$ cat config.mk
export PLATFORM = sky130hd
export DESIGN_NAME = pci_window_xlate
export DESIGN_NICKNAME = d
export VERILOG_FILES = /design/src/rtl/pciwin_pkg.sv /design/src/rtl/pciwin_regs.sv /design/src/rtl/pciwin_out_xlate.sv /design/src/rtl/pciwin_in_match.sv /design/src/rtl/pci_window_xlate.sv
export SDC_FILE = /design/constraint.sdc
export NUM_CORES = 1
export LEC_CHECK = 0
export BUFFER_PORTS_ARGS = -buffer_cell sky130_fd_sc_hd__buf_2
export CAP_MARGIN = 10
export CORE_ASPECT_RATIO = 1.5
export CORE_UTILIZATION = 28
export DETAILED_ROUTE_END_ITERATION = 16
export GPL_TIMING_DRIVEN = 1
export PLACE_DENSITY = 0.5
export SYNTH_ARGS = -nofsm -noshare
export SYNTH_HDL_FRONTEND = slang
export SYNTH_SLANG_ARGS = --single-unit
$ cat constraint.sdc
create_clock -name clk -period 4.4 [get_ports clk]
set_input_delay 0.22 -clock clk [delete_from_list [all_inputs] [get_ports clk]]
set_output_delay 0.22 -clock clk [all_outputs]
set_load 0.05 [all_outputs]
$ cat src/rtl/pciwin_pkg.sv
package pciwin_pkg;

    localparam int ADDR_W  = 32;
    localparam int NUM_WIN = 3;
    localparam int NUM_AP  = 3;
    localparam int NUM_BASE = NUM_WIN + NUM_AP;
    localparam int RSEL_W  = 3;

    // Space code doubles as the window index: memory 0, I/O 1, config 2.
    typedef enum logic [1:0] {
        SP_MEM  = 2'b00,
        SP_IO   = 2'b01,
        SP_CFG  = 2'b10,
        SP_NONE = 2'b11
    } pci_space_e;

    typedef enum logic [RSEL_W-1:0] {
        RS_WIN_MEM  = 3'd0,
        RS_WIN_IO   = 3'd1,
        RS_WIN_CFG  = 3'd2,
        RS_AP_EXT   = 3'd3,
        RS_AP_L2    = 3'd4,
        RS_AP_CTL   = 3'd5,
        RS_ENABLE   = 3'd6,
        RS_SPARE    = 3'd7
    } reg_sel_e;

    typedef struct packed {
        logic              valid;
        logic              hit;
        pci_space_e        space;
        logic [ADDR_W-1:0] addr;
    } out_xact_t;

    typedef struct packed {
        logic              valid;
        logic              claim;
        logic [NUM_AP-1:0] hit;
        logic [ADDR_W-1:0] laddr;
    } in_xact_t;

    localparam out_xact_t OUT_IDLE = '{valid: 1'b0, hit: 1'b0, space: SP_NONE, addr: '0};
    localparam in_xact_t  IN_IDLE  = '{valid: 1'b0, claim: 1'b0, hit: '0, laddr: '0};

    function automatic logic [ADDR_W-1:0] align_dword(input logic [ADDR_W-1:0] v);
        return {v[ADDR_W-1:2], 2'b00};
    endfunction

    function automatic logic same_window(input logic [ADDR_W-1:0] a,
                                         input logic [ADDR_W-1:0] start,
                                         input int               span_w);
        return (a >> span_w) == (start >> span_w);
    endfunction

    function automatic logic [ADDR_W-1:0] low_mask(input int span_w);
        return (ADDR_W'(1) << span_w) - ADDR_W'(1);
    endfunction

endpackage

$ cat src/rtl/pciwin_regs.sv
module pciwin_regs
    import pciwin_pkg::*;
(
    input  logic                    clk,
    input  logic                    rst,
    input  logic                    reg_we,
    input  logic [RSEL_W-1:0]       reg_sel,
    input  logic [ADDR_W-1:0]       reg_wdata,
    output logic [ADDR_W-1:0]       win_base [NUM_WIN],
    output logic [ADDR_W-1:0]       ap_base  [NUM_AP],
    output logic [NUM_AP-1:0]       ap_en
);

    logic [ADDR_W-1:0] base_q [NUM_BASE];
    logic [NUM_AP-1:0] en_q;

    always_ff @(posedge clk) begin
        if (rst) begin
            for (int i = 0; i < NUM_BASE; i++) base_q[i] <= '0;
            en_q <= '0;
        end else if (reg_we) begin
            for (int i = 0; i < NUM_BASE; i++) begin
                if (reg_sel == RSEL_W'(i)) base_q[i] <= align_dword(reg_wdata);
            end
            if (reg_sel == RS_ENABLE) en_q <= reg_wdata[NUM_AP-1:0];
        end
    end

    generate
        for (genvar w = 0; w < NUM_WIN; w++) begin : g_win_out
            assign win_base[w] = base_q[w];
        end
        for (genvar k = 0; k < NUM_AP; k++) begin : g_ap_out
            assign ap_base[k] = base_q[NUM_WIN + k];
        end
    endgenerate
    assign ap_en = en_q;

    generate
        for (genvar i = 0; i < NUM_BASE; i++) begin : g_chk
            // a base write keeps the upper bits and clears the low two
            p_base_load_r5: assert property (@(posedge clk) disable iff (rst)
                (reg_we && reg_sel == RSEL_W'(i))
                |=> (base_q[i] == {$past(reg_wdata[ADDR_W-1:2]), 2'b00}));
            // the spare select leaves every base untouched
            p_spare_base_r11: assert property (@(posedge clk) disable iff (rst)
                (reg_we && reg_sel == RS_SPARE) |=> $stable(base_q[i]));
        end
    endgenerate

    // the spare select leaves the enables untouched
    p_spare_en_r11: assert property (@(posedge clk) disable iff (rst)
        (reg_we && reg_sel == RS_SPARE) |=> $stable(en_q));

endmodule

$ cat src/rtl/pciwin_out_xlate.sv
module pciwin_out_xlate
    import pciwin_pkg::*;
#(
    parameter logic [ADDR_W-1:0] MEM_LBASE = 32'hE000_0000,
    parameter int                MEM_OFF_W = 24,
    parameter logic [ADDR_W-1:0] IO_LBASE  = 32'hEE00_0000,
    parameter int                IO_OFF_W  = 16,
    parameter logic [ADDR_W-1:0] CFG_LBASE = 32'hEF00_0000,
    parameter int                CFG_OFF_W = 16
) (
    input  logic              clk,
    input  logic              rst,
    input  logic              req_valid,
    input  logic [ADDR_W-1:0] req_addr,
    input  logic [ADDR_W-1:0] win_base [NUM_WIN],
    output logic              out_valid,
    output logic              out_hit,
    output pci_space_e        out_space,
    output logic [ADDR_W-1:0] out_addr
);

    localparam logic [ADDR_W-1:0] LSTART [NUM_WIN] = '{MEM_LBASE, IO_LBASE, CFG_LBASE};
    localparam int                OFFW   [NUM_WIN] = '{MEM_OFF_W, IO_OFF_W, CFG_OFF_W};

    logic [NUM_WIN-1:0] win_hit;
    logic [ADDR_W-1:0]  win_xl [NUM_WIN];
    out_xact_t          nxt, cur_q;

    generate
        for (genvar w = 0; w < NUM_WIN; w++) begin : g_win
            localparam logic [ADDR_W-1:0] MASK = low_mask(OFFW[w]);
            assign win_hit[w] = same_window(req_addr, LSTART[w], OFFW[w]);
            assign win_xl[w]  = win_base[w] + (req_addr & MASK);
        end
    endgenerate

    always_comb begin
        nxt = OUT_IDLE;
        if (req_valid) begin
            nxt.valid = 1'b1;
            for (int w = NUM_WIN - 1; w >= 0; w--) begin
                if (win_hit[w]) begin
                    nxt.hit   = 1'b1;
                    nxt.space = pci_space_e'(w[1:0]);
                    nxt.addr  = win_xl[w];
                end
            end
        end
    end

    always_ff @(posedge clk) begin
        if (rst) cur_q <= OUT_IDLE;
        else     cur_q <= nxt;
    end

    assign out_valid = cur_q.valid;
    assign out_hit   = cur_q.hit;
    assign out_space = cur_q.space;
    assign out_addr  = cur_q.addr;

    // a request always yields a result on the next clock
    p_valid_follow_r10: assert property (@(posedge clk) disable iff (rst)
        req_valid |=> out_valid);
    // no request means idle outputs next clock
    p_idle_quiet_r10: assert property (@(posedge clk) disable iff (rst)
        !req_valid |=> (!out_valid && out_space == SP_NONE && out_addr == '0));
    // a hit always names a real space
    p_hit_space_r2: assert property (@(posedge clk) disable iff (rst)
        out_hit |-> (out_valid && out_space != SP_NONE));
    // a miss carries the none code and a zero address
    p_miss_zero_r4: assert property (@(posedge clk) disable iff (rst)
        (out_valid && !out_hit) |-> (out_space == SP_NONE && out_addr == '0));

endmodule

$ cat src/rtl/pciwin_in_match.sv
module pciwin_in_match
    import pciwin_pkg::*;
#(
    parameter logic [ADDR_W-1:0] EXT_LBASE  = 32'h0000_0000,
    parameter int                EXT_SIZE_W = 26,
    parameter logic [ADDR_W-1:0] L2_LBASE   = 32'hF000_0000,
    parameter int                L2_SIZE_W  = 18,
    parameter logic [ADDR_W-1:0] CTL_LBASE  = 32'hFFC0_0000,
    parameter int                CTL_SIZE_W = 12
) (
    input  logic              clk,
    input  logic              rst,
    input  logic              in_valid,
    input  logic [ADDR_W-1:0] in_addr,
    input  logic [ADDR_W-1:0] ap_base [NUM_AP],
    input  logic [NUM_AP-1:0] ap_en,
    output logic              in_resp_valid,
    output logic              in_claim,
    output logic [NUM_AP-1:0] in_hit,
    output logic [ADDR_W-1:0] in_local_addr
);

    localparam logic [ADDR_W-1:0] LSTART [NUM_AP] = '{EXT_LBASE, L2_LBASE, CTL_LBASE};
    localparam int                SIZEW  [NUM_AP] = '{EXT_SIZE_W, L2_SIZE_W, CTL_SIZE_W};

    logic [NUM_AP-1:0] ap_match;
    logic [ADDR_W-1:0] ap_off   [NUM_AP];
    logic [ADDR_W-1:0] ap_local [NUM_AP];
    in_xact_t          nxt, cur_q;

    generate
        for (genvar k = 0; k < NUM_AP; k++) begin : g_ap
            // Distance from the aperture base; a wrap makes it huge, so one compare covers both ends.
            assign ap_off[k]   = in_addr - ap_base[k];
            assign ap_match[k] = ap_en[k] && ((ap_off[k] >> SIZEW[k]) == '0);
            assign ap_local[k] = LSTART[k] + ap_off[k];
        end
    endgenerate

    always_comb begin
        nxt = IN_IDLE;
        if (in_valid) begin
            nxt.valid = 1'b1;
            for (int k = NUM_AP - 1; k >= 0; k--) begin
                if (ap_match[k]) begin
                    nxt.claim = 1'b1;
                    nxt.hit   = NUM_AP'(1) << k;
                    nxt.laddr = ap_local[k];
                end
            end
        end
    end

    always_ff @(posedge clk) begin
        if (rst) cur_q <= IN_IDLE;
        else     cur_q <= nxt;
    end

    assign in_resp_valid = cur_q.valid;
    assign in_claim      = cur_q.claim;
    assign in_hit        = cur_q.hit;
    assign in_local_addr = cur_q.laddr;

    // at most one aperture is reported
    p_onehot_r9: assert property (@(posedge clk) disable iff (rst)
        $onehot0(in_hit));
    // a claim only accompanies a valid result with a hit bit
    p_claim_valid_r7: assert property (@(posedge clk) disable iff (rst)
        in_claim |-> (in_resp_valid && in_hit != '0));
    // unclaimed results carry no address
    p_miss_zero_r8: assert property (@(posedge clk) disable iff (rst)
        !in_claim |-> (in_hit == '0 && in_local_addr == '0));
    // inbound valid follows its request by one clock
    p_in_follow_r10: assert property (@(posedge clk) disable iff (rst)
        in_valid |=> in_resp_valid);

    generate
        for (genvar k = 0; k < NUM_AP; k++) begin : g_chk
            // a disabled aperture is never reported
            p_enabled_r8: assert property (@(posedge clk) disable iff (rst)
                in_hit[k] |-> $past(ap_en[k]));
        end
    endgenerate

endmodule

$ cat src/rtl/pci_window_xlate.sv
module pci_window_xlate
    import pciwin_pkg::*;
#(
    parameter logic [ADDR_W-1:0] MEM_WIN_LBASE = 32'hE000_0000,
    parameter int                MEM_WIN_OFF_W = 24,
    parameter logic [ADDR_W-1:0] IO_WIN_LBASE  = 32'hEE00_0000,
    parameter int                IO_WIN_OFF_W  = 16,
    parameter logic [ADDR_W-1:0] CFG_WIN_LBASE = 32'hEF00_0000,
    parameter int                CFG_WIN_OFF_W = 16,
    parameter logic [ADDR_W-1:0] EXT_AP_LBASE  = 32'h0000_0000,
    parameter int                EXT_AP_SIZE_W = 26,
    parameter logic [ADDR_W-1:0] L2_AP_LBASE   = 32'hF000_0000,
    parameter int                L2_AP_SIZE_W  = 18,
    parameter logic [ADDR_W-1:0] CTL_AP_LBASE  = 32'hFFC0_0000,
    parameter int                CTL_AP_SIZE_W = 12
) (
    input  logic              clk,
    input  logic              rst,
    input  logic              req_valid,
    input  logic [31:0]       req_addr,
    input  logic              in_valid,
    input  logic [31:0]       in_addr,
    input  logic              reg_we,
    input  logic [2:0]        reg_sel,
    input  logic [31:0]       reg_wdata,
    output logic              out_valid,
    output logic              out_hit,
    output logic [1:0]        out_space,
    output logic [31:0]       out_addr,
    output logic              in_resp_valid,
    output logic              in_claim,
    output logic [2:0]        in_hit,
    output logic [31:0]       in_local_addr
);

    logic [ADDR_W-1:0] win_base [NUM_WIN];
    logic [ADDR_W-1:0] ap_base  [NUM_AP];
    logic [NUM_AP-1:0] ap_en;
    pci_space_e        space_w;

    pciwin_regs u_regs (
        .clk       (clk),
        .rst       (rst),
        .reg_we    (reg_we),
        .reg_sel   (reg_sel),
        .reg_wdata (reg_wdata),
        .win_base  (win_base),
        .ap_base   (ap_base),
        .ap_en     (ap_en)
    );

    pciwin_out_xlate #(
        .MEM_LBASE (MEM_WIN_LBASE),
        .MEM_OFF_W (MEM_WIN_OFF_W),
        .IO_LBASE  (IO_WIN_LBASE),
        .IO_OFF_W  (IO_WIN_OFF_W),
        .CFG_LBASE (CFG_WIN_LBASE),
        .CFG_OFF_W (CFG_WIN_OFF_W)
    ) u_out (
        .clk       (clk),
        .rst       (rst),
        .req_valid (req_valid),
        .req_addr  (req_addr),
        .win_base  (win_base),
        .out_valid (out_valid),
        .out_hit   (out_hit),
        .out_space (space_w),
        .out_addr  (out_addr)
    );

    assign out_space = space_w;

    pciwin_in_match #(
        .EXT_LBASE  (EXT_AP_LBASE),
        .EXT_SIZE_W (EXT_AP_SIZE_W),
        .L2_LBASE   (L2_AP_LBASE),
        .L2_SIZE_W  (L2_AP_SIZE_W),
        .CTL_LBASE  (CTL_AP_LBASE),
        .CTL_SIZE_W (CTL_AP_SIZE_W)
    ) u_in (
        .clk           (clk),
        .rst           (rst),
        .in_valid      (in_valid),
        .in_addr       (in_addr),
        .ap_base       (ap_base),
        .ap_en         (ap_en),
        .in_resp_valid (in_resp_valid),
        .in_claim      (in_claim),
        .in_hit        (in_hit),
        .in_local_addr (in_local_addr)
    );

endmodule

==> metrics.md <==
| Metric | Value |
|---|---|
| Outcome | `finished, violations left` |
| Failing checks | `setup timing` |
| Share of cells above drive strength 1 | `0.188` |
| Row count | `112` |
| Post-layout util | `0.347` |
| Syn Std Cell Area | `17700 sq um` |
| Place WS | `-0.646 ns` |
| Clk_lat worst skew | `approximately 0.60 ns` |
| Post-Syn Nets | `2129` |
| H-tree levels | `1` |
| Vias in the first global route | `15599` |
| Synth unique cells | `94` |
| Area delta synth->final | `22.1%` |
| GR Overflow Total | `0` |
| IO Pins | `between 150 and 200` |
| Max-cap violations | `0` |
| CP endpoint kind | `register` |
| DR vias/cell | `5.12` |
| Max_slew headroom | `0.181` |
| Final nets | `2414` |
| First-pass GRT wire length | `91100 um` |
| Crit start category | `register` |
| PwrDens | `around 330 nW/um^2` |
| Chip Width | `207 um` |
| Largest net degree at the start of global routing | `33` |
| Clock Path Buffers | `3` |
| Post-route worst setup slack | `-0.470 ns` |
| Cts bufs inserted | `29` |
| Root Buffer | `clkbuf_16` |
| Synthesized flop and latch total | `between 200 and 300` |
| Fin crit share | `1.11` |
| WP data required | `between 4 and 5 ns` |
| Post-synth ARST share | `0` |
| Total GRT Usage | `0.186` |
| Critical Path Fanout Max | `15` |
| Synth warnings | `0` |
| Register area share after synthesis | `0.391` |
| Initial core utilization | `0.284` |
| Overall die area | `64400 sq um` |
| Synth Flop Type | `edfxtp_1` |
| EDFF count, synth | `180` |
| Hold Slack | `about 0.033 ns` |
| RSZ-0062 raised after global routing | `true` |
| DRC Markers | `0` |
| Vias | `15290` |
| WP data arrival | `5.38 ns` |
| Min-delay worst type | `primary input to register` |
| Post-route ant nets | `0` |
| TritonCTS clock tree | `done` |
| First-pass iteration count of the detailed router | `5` |
| Final Hold Viols | `0` |
| Fmax | `0.205 GHz` |
| Synth Area per Inst | `~9.4 sq um` |
| Initial antenna violation count | `5` |
| Clock slew at reported path FFs | `0.07 ns` |
| Final Setup Violations | `31` |
| Die Ht | `310 um` |
| Leak pwr | `slightly above 9 nW` |
| Final non-filler cell total | `2988` |
| Core Region | `62400 sq um` |
| Worst slew pin tran | `1.22 ns` |
| CTS Sinks | `256` |
| Worst VDD drop | `0.339 mV` |
| Drt total wl | `60800 um` |
| Post-Synthesis Cells | `1880` |
| Routed len/inst | `20.3 um` |
| Placer Congestion | `0.902` |
| Buffers added on ports | `176` |
| Max Slew Vio Count | `0` |
| Critical path type | `register to register` |
| Fin crit period | `just under 5 ns` |
| Placed insts | `2907` |
| Clk_skew | `0.0216 ns` |
| DR iter-0 viols | `about 740` |
| DP Wirelength | `48400 um` |
-- final timing paths --
path | end | depth (start not counted) | slack [ns] | from
max reg2reg | u_in.in_local_addr[9] | 23 | -0.47 | u_regs.base_q[0][124]
min | u_regs.base_q[0][94] | 2 | 0.03 | reg_wdata[6]
max | u_in.in_local_addr[9] | 23 | -0.47 | u_regs.base_q[0][124]
min reg2reg | u_regs.ap_en[2] | 2 | 0.52 | u_regs.ap_en[2]
-- placed cells by master, fill, tap and decap left out, drive strengths merged, types with 9 or more instances in the layout --
master	synthesis	final
nor2	116	116
xor2	56	56
nand4	30	30
dlygate4sd3	0	20
xnor2	87	87
o211ai	29	29
o21ai	85	86
a31oi	18	18
dfxtp	76	76
nand2	89	89
edfxtp	180	180
a21o	46	46
o21bai	14	14
o21a	19	19
nor3	25	25
buf	13	299
nand3	40	40
a211oi	21	21
ha	139	139
clkbuf	53	32
and2	193	193
clkinv	0	10
nor2b	17	17
inv	135	138
a21oi	137	137
and3	31	31
a222oi	9	9
nand2b	34	34
a22oi	16	16
o22ai	20	20
o221ai	14	14
-- report_power, final --
part,internal [W],switching [W]
Clock,0.00145,0.00112
Combinational,0.000770,0.00113
Sequential,0.00269,0.0000546
Total,0.00492,0.00230
-- stage by stage --
stage | setup TNS [ns] | area, sq um | power, W
after CTS | -14.58 | 21600 | 0.00730
after detailed placement | -16.46 | 20300 | 0.00465
final | -12.51 | 21700 | 0.00722
after floorplan | -2.30 | 17800 | 0.00399
after global placement | -12.92 | 20300 | 0.00464
after global routing | -22.10 | 21700 | 0.00758
-- layout make-up --
type,count,area [sq um]
antenna,2,5.00
clock buffer,32,737
clock inverter,22,245
fill,6332,40700
inverter,135,509
multi-input combinational,1424,10200
sequential,256,6930
tap,798,998
timing repair buffer,319,2040
-- cells in the mapped netlist, types with 5 or more instances --
master | instances | area (sq um)
buf_2 | 9 | 45.0
xor2_1 | 56 | 490
or3_1 | 6 | 37.5
dfxtp_1 | 76 | 1520
o21ai_0 | 82 | 410
and4_1 | 5 | 43.8
o22ai_1 | 18 | 113
a21oi_1 | 135 | 676
mux2i_1 | 7 | 70.1
nor4_1 | 6 | 37.5
nor2_1 | 116 | 435
a31o_2 | 6 | 52.6
nor2b_1 | 17 | 106
o21a_1 | 19 | 143
and3_1 | 31 | 194
nand2_1 | 89 | 334
nor3_1 | 25 | 125
a211oi_1 | 20 | 150
edfxtp_1 | 180 | 5410
a222oi_1 | 9 | 90.1
clkbuf_1 | 53 | 199
a21boi_0 | 6 | 45.0
o221ai_1 | 13 | 114
nand2b_1 | 34 | 213
o31ai_1 | 8 | 60.1
fa_1 | 6 | 120
nand3_1 | 40 | 200
a21o_1 | 45 | 338
o21bai_1 | 14 | 105
inv_1 | 134 | 503
xnor2_1 | 87 | 762
a22oi_1 | 16 | 120
o211ai_1 | 26 | 195
ha_1 | 139 | 1740
nand4_1 | 29 | 181
and2_1 | 192 | 1200
a31oi_1 | 18 | 113
-- layer usage --
metal	track usage	share of wire
met1	0.205	0.39
met3	0.0223	0.045
met4	0.0831	0.043
met5	0	0.00051
met2	0.356	0.52
-- state kept, by name (all words and copies together), names as in the netlist --
register            count
u_regs.base_q         180
u_in.in_local_addr     32
u_out.out_addr         32
u_in.in_hit             3
u_regs.ap_en            3
u_out.out_space         2
u_in.in_claim           1
u_in.in_resp_valid      1
u_out.out_hit           1
u_out.out_valid         1
-- critical path, cell delays in order (launching register included) --
cell and delay, ns:
edfxtp_1 0.35, inv_1 0.09, ha_4 0.20, a21o_2 0.21, or3_4 0.35, o22ai_4 0.23
o211a_1 0.23, o21bai_1 0.11, a211oi_1 0.26, nor3_1 0.09, xor2_1 0.16, inv_1 0.09
ha_2 0.16, o211ai_1 0.10, a2111oi_2 0.23, o221ai_1 0.16, or4b_1 0.49, a211oi_2 0.16
nand4_1 0.14, buf_4 0.17, nor4_4 0.21, o211ai_4 0.16, buf_12 0.22, o221ai_1 0.19
-- cells by family after synthesis --
family / synth area share
AOI/OAI and AO/OA: 0.190
DFF: 0.391
adders and majority gates: 0.105
and+or+nand+nor: 0.193
xor gates and xnor gates: 0.0706
muxes: 0.00670
buffers and inverters: 0.0444
-- what timing repair did --
action,4_1_cts,5_1_grt
hold buffers,20,0
pin swaps,4,4
endpoints found under the hold margin,53,0
gates cloned,1,0
endpoints found under the setup margin,31,31
buffers inserted,4,1
gates resized for setup,20,5
No activity file was read; power rests on OpenSTA's default activity.
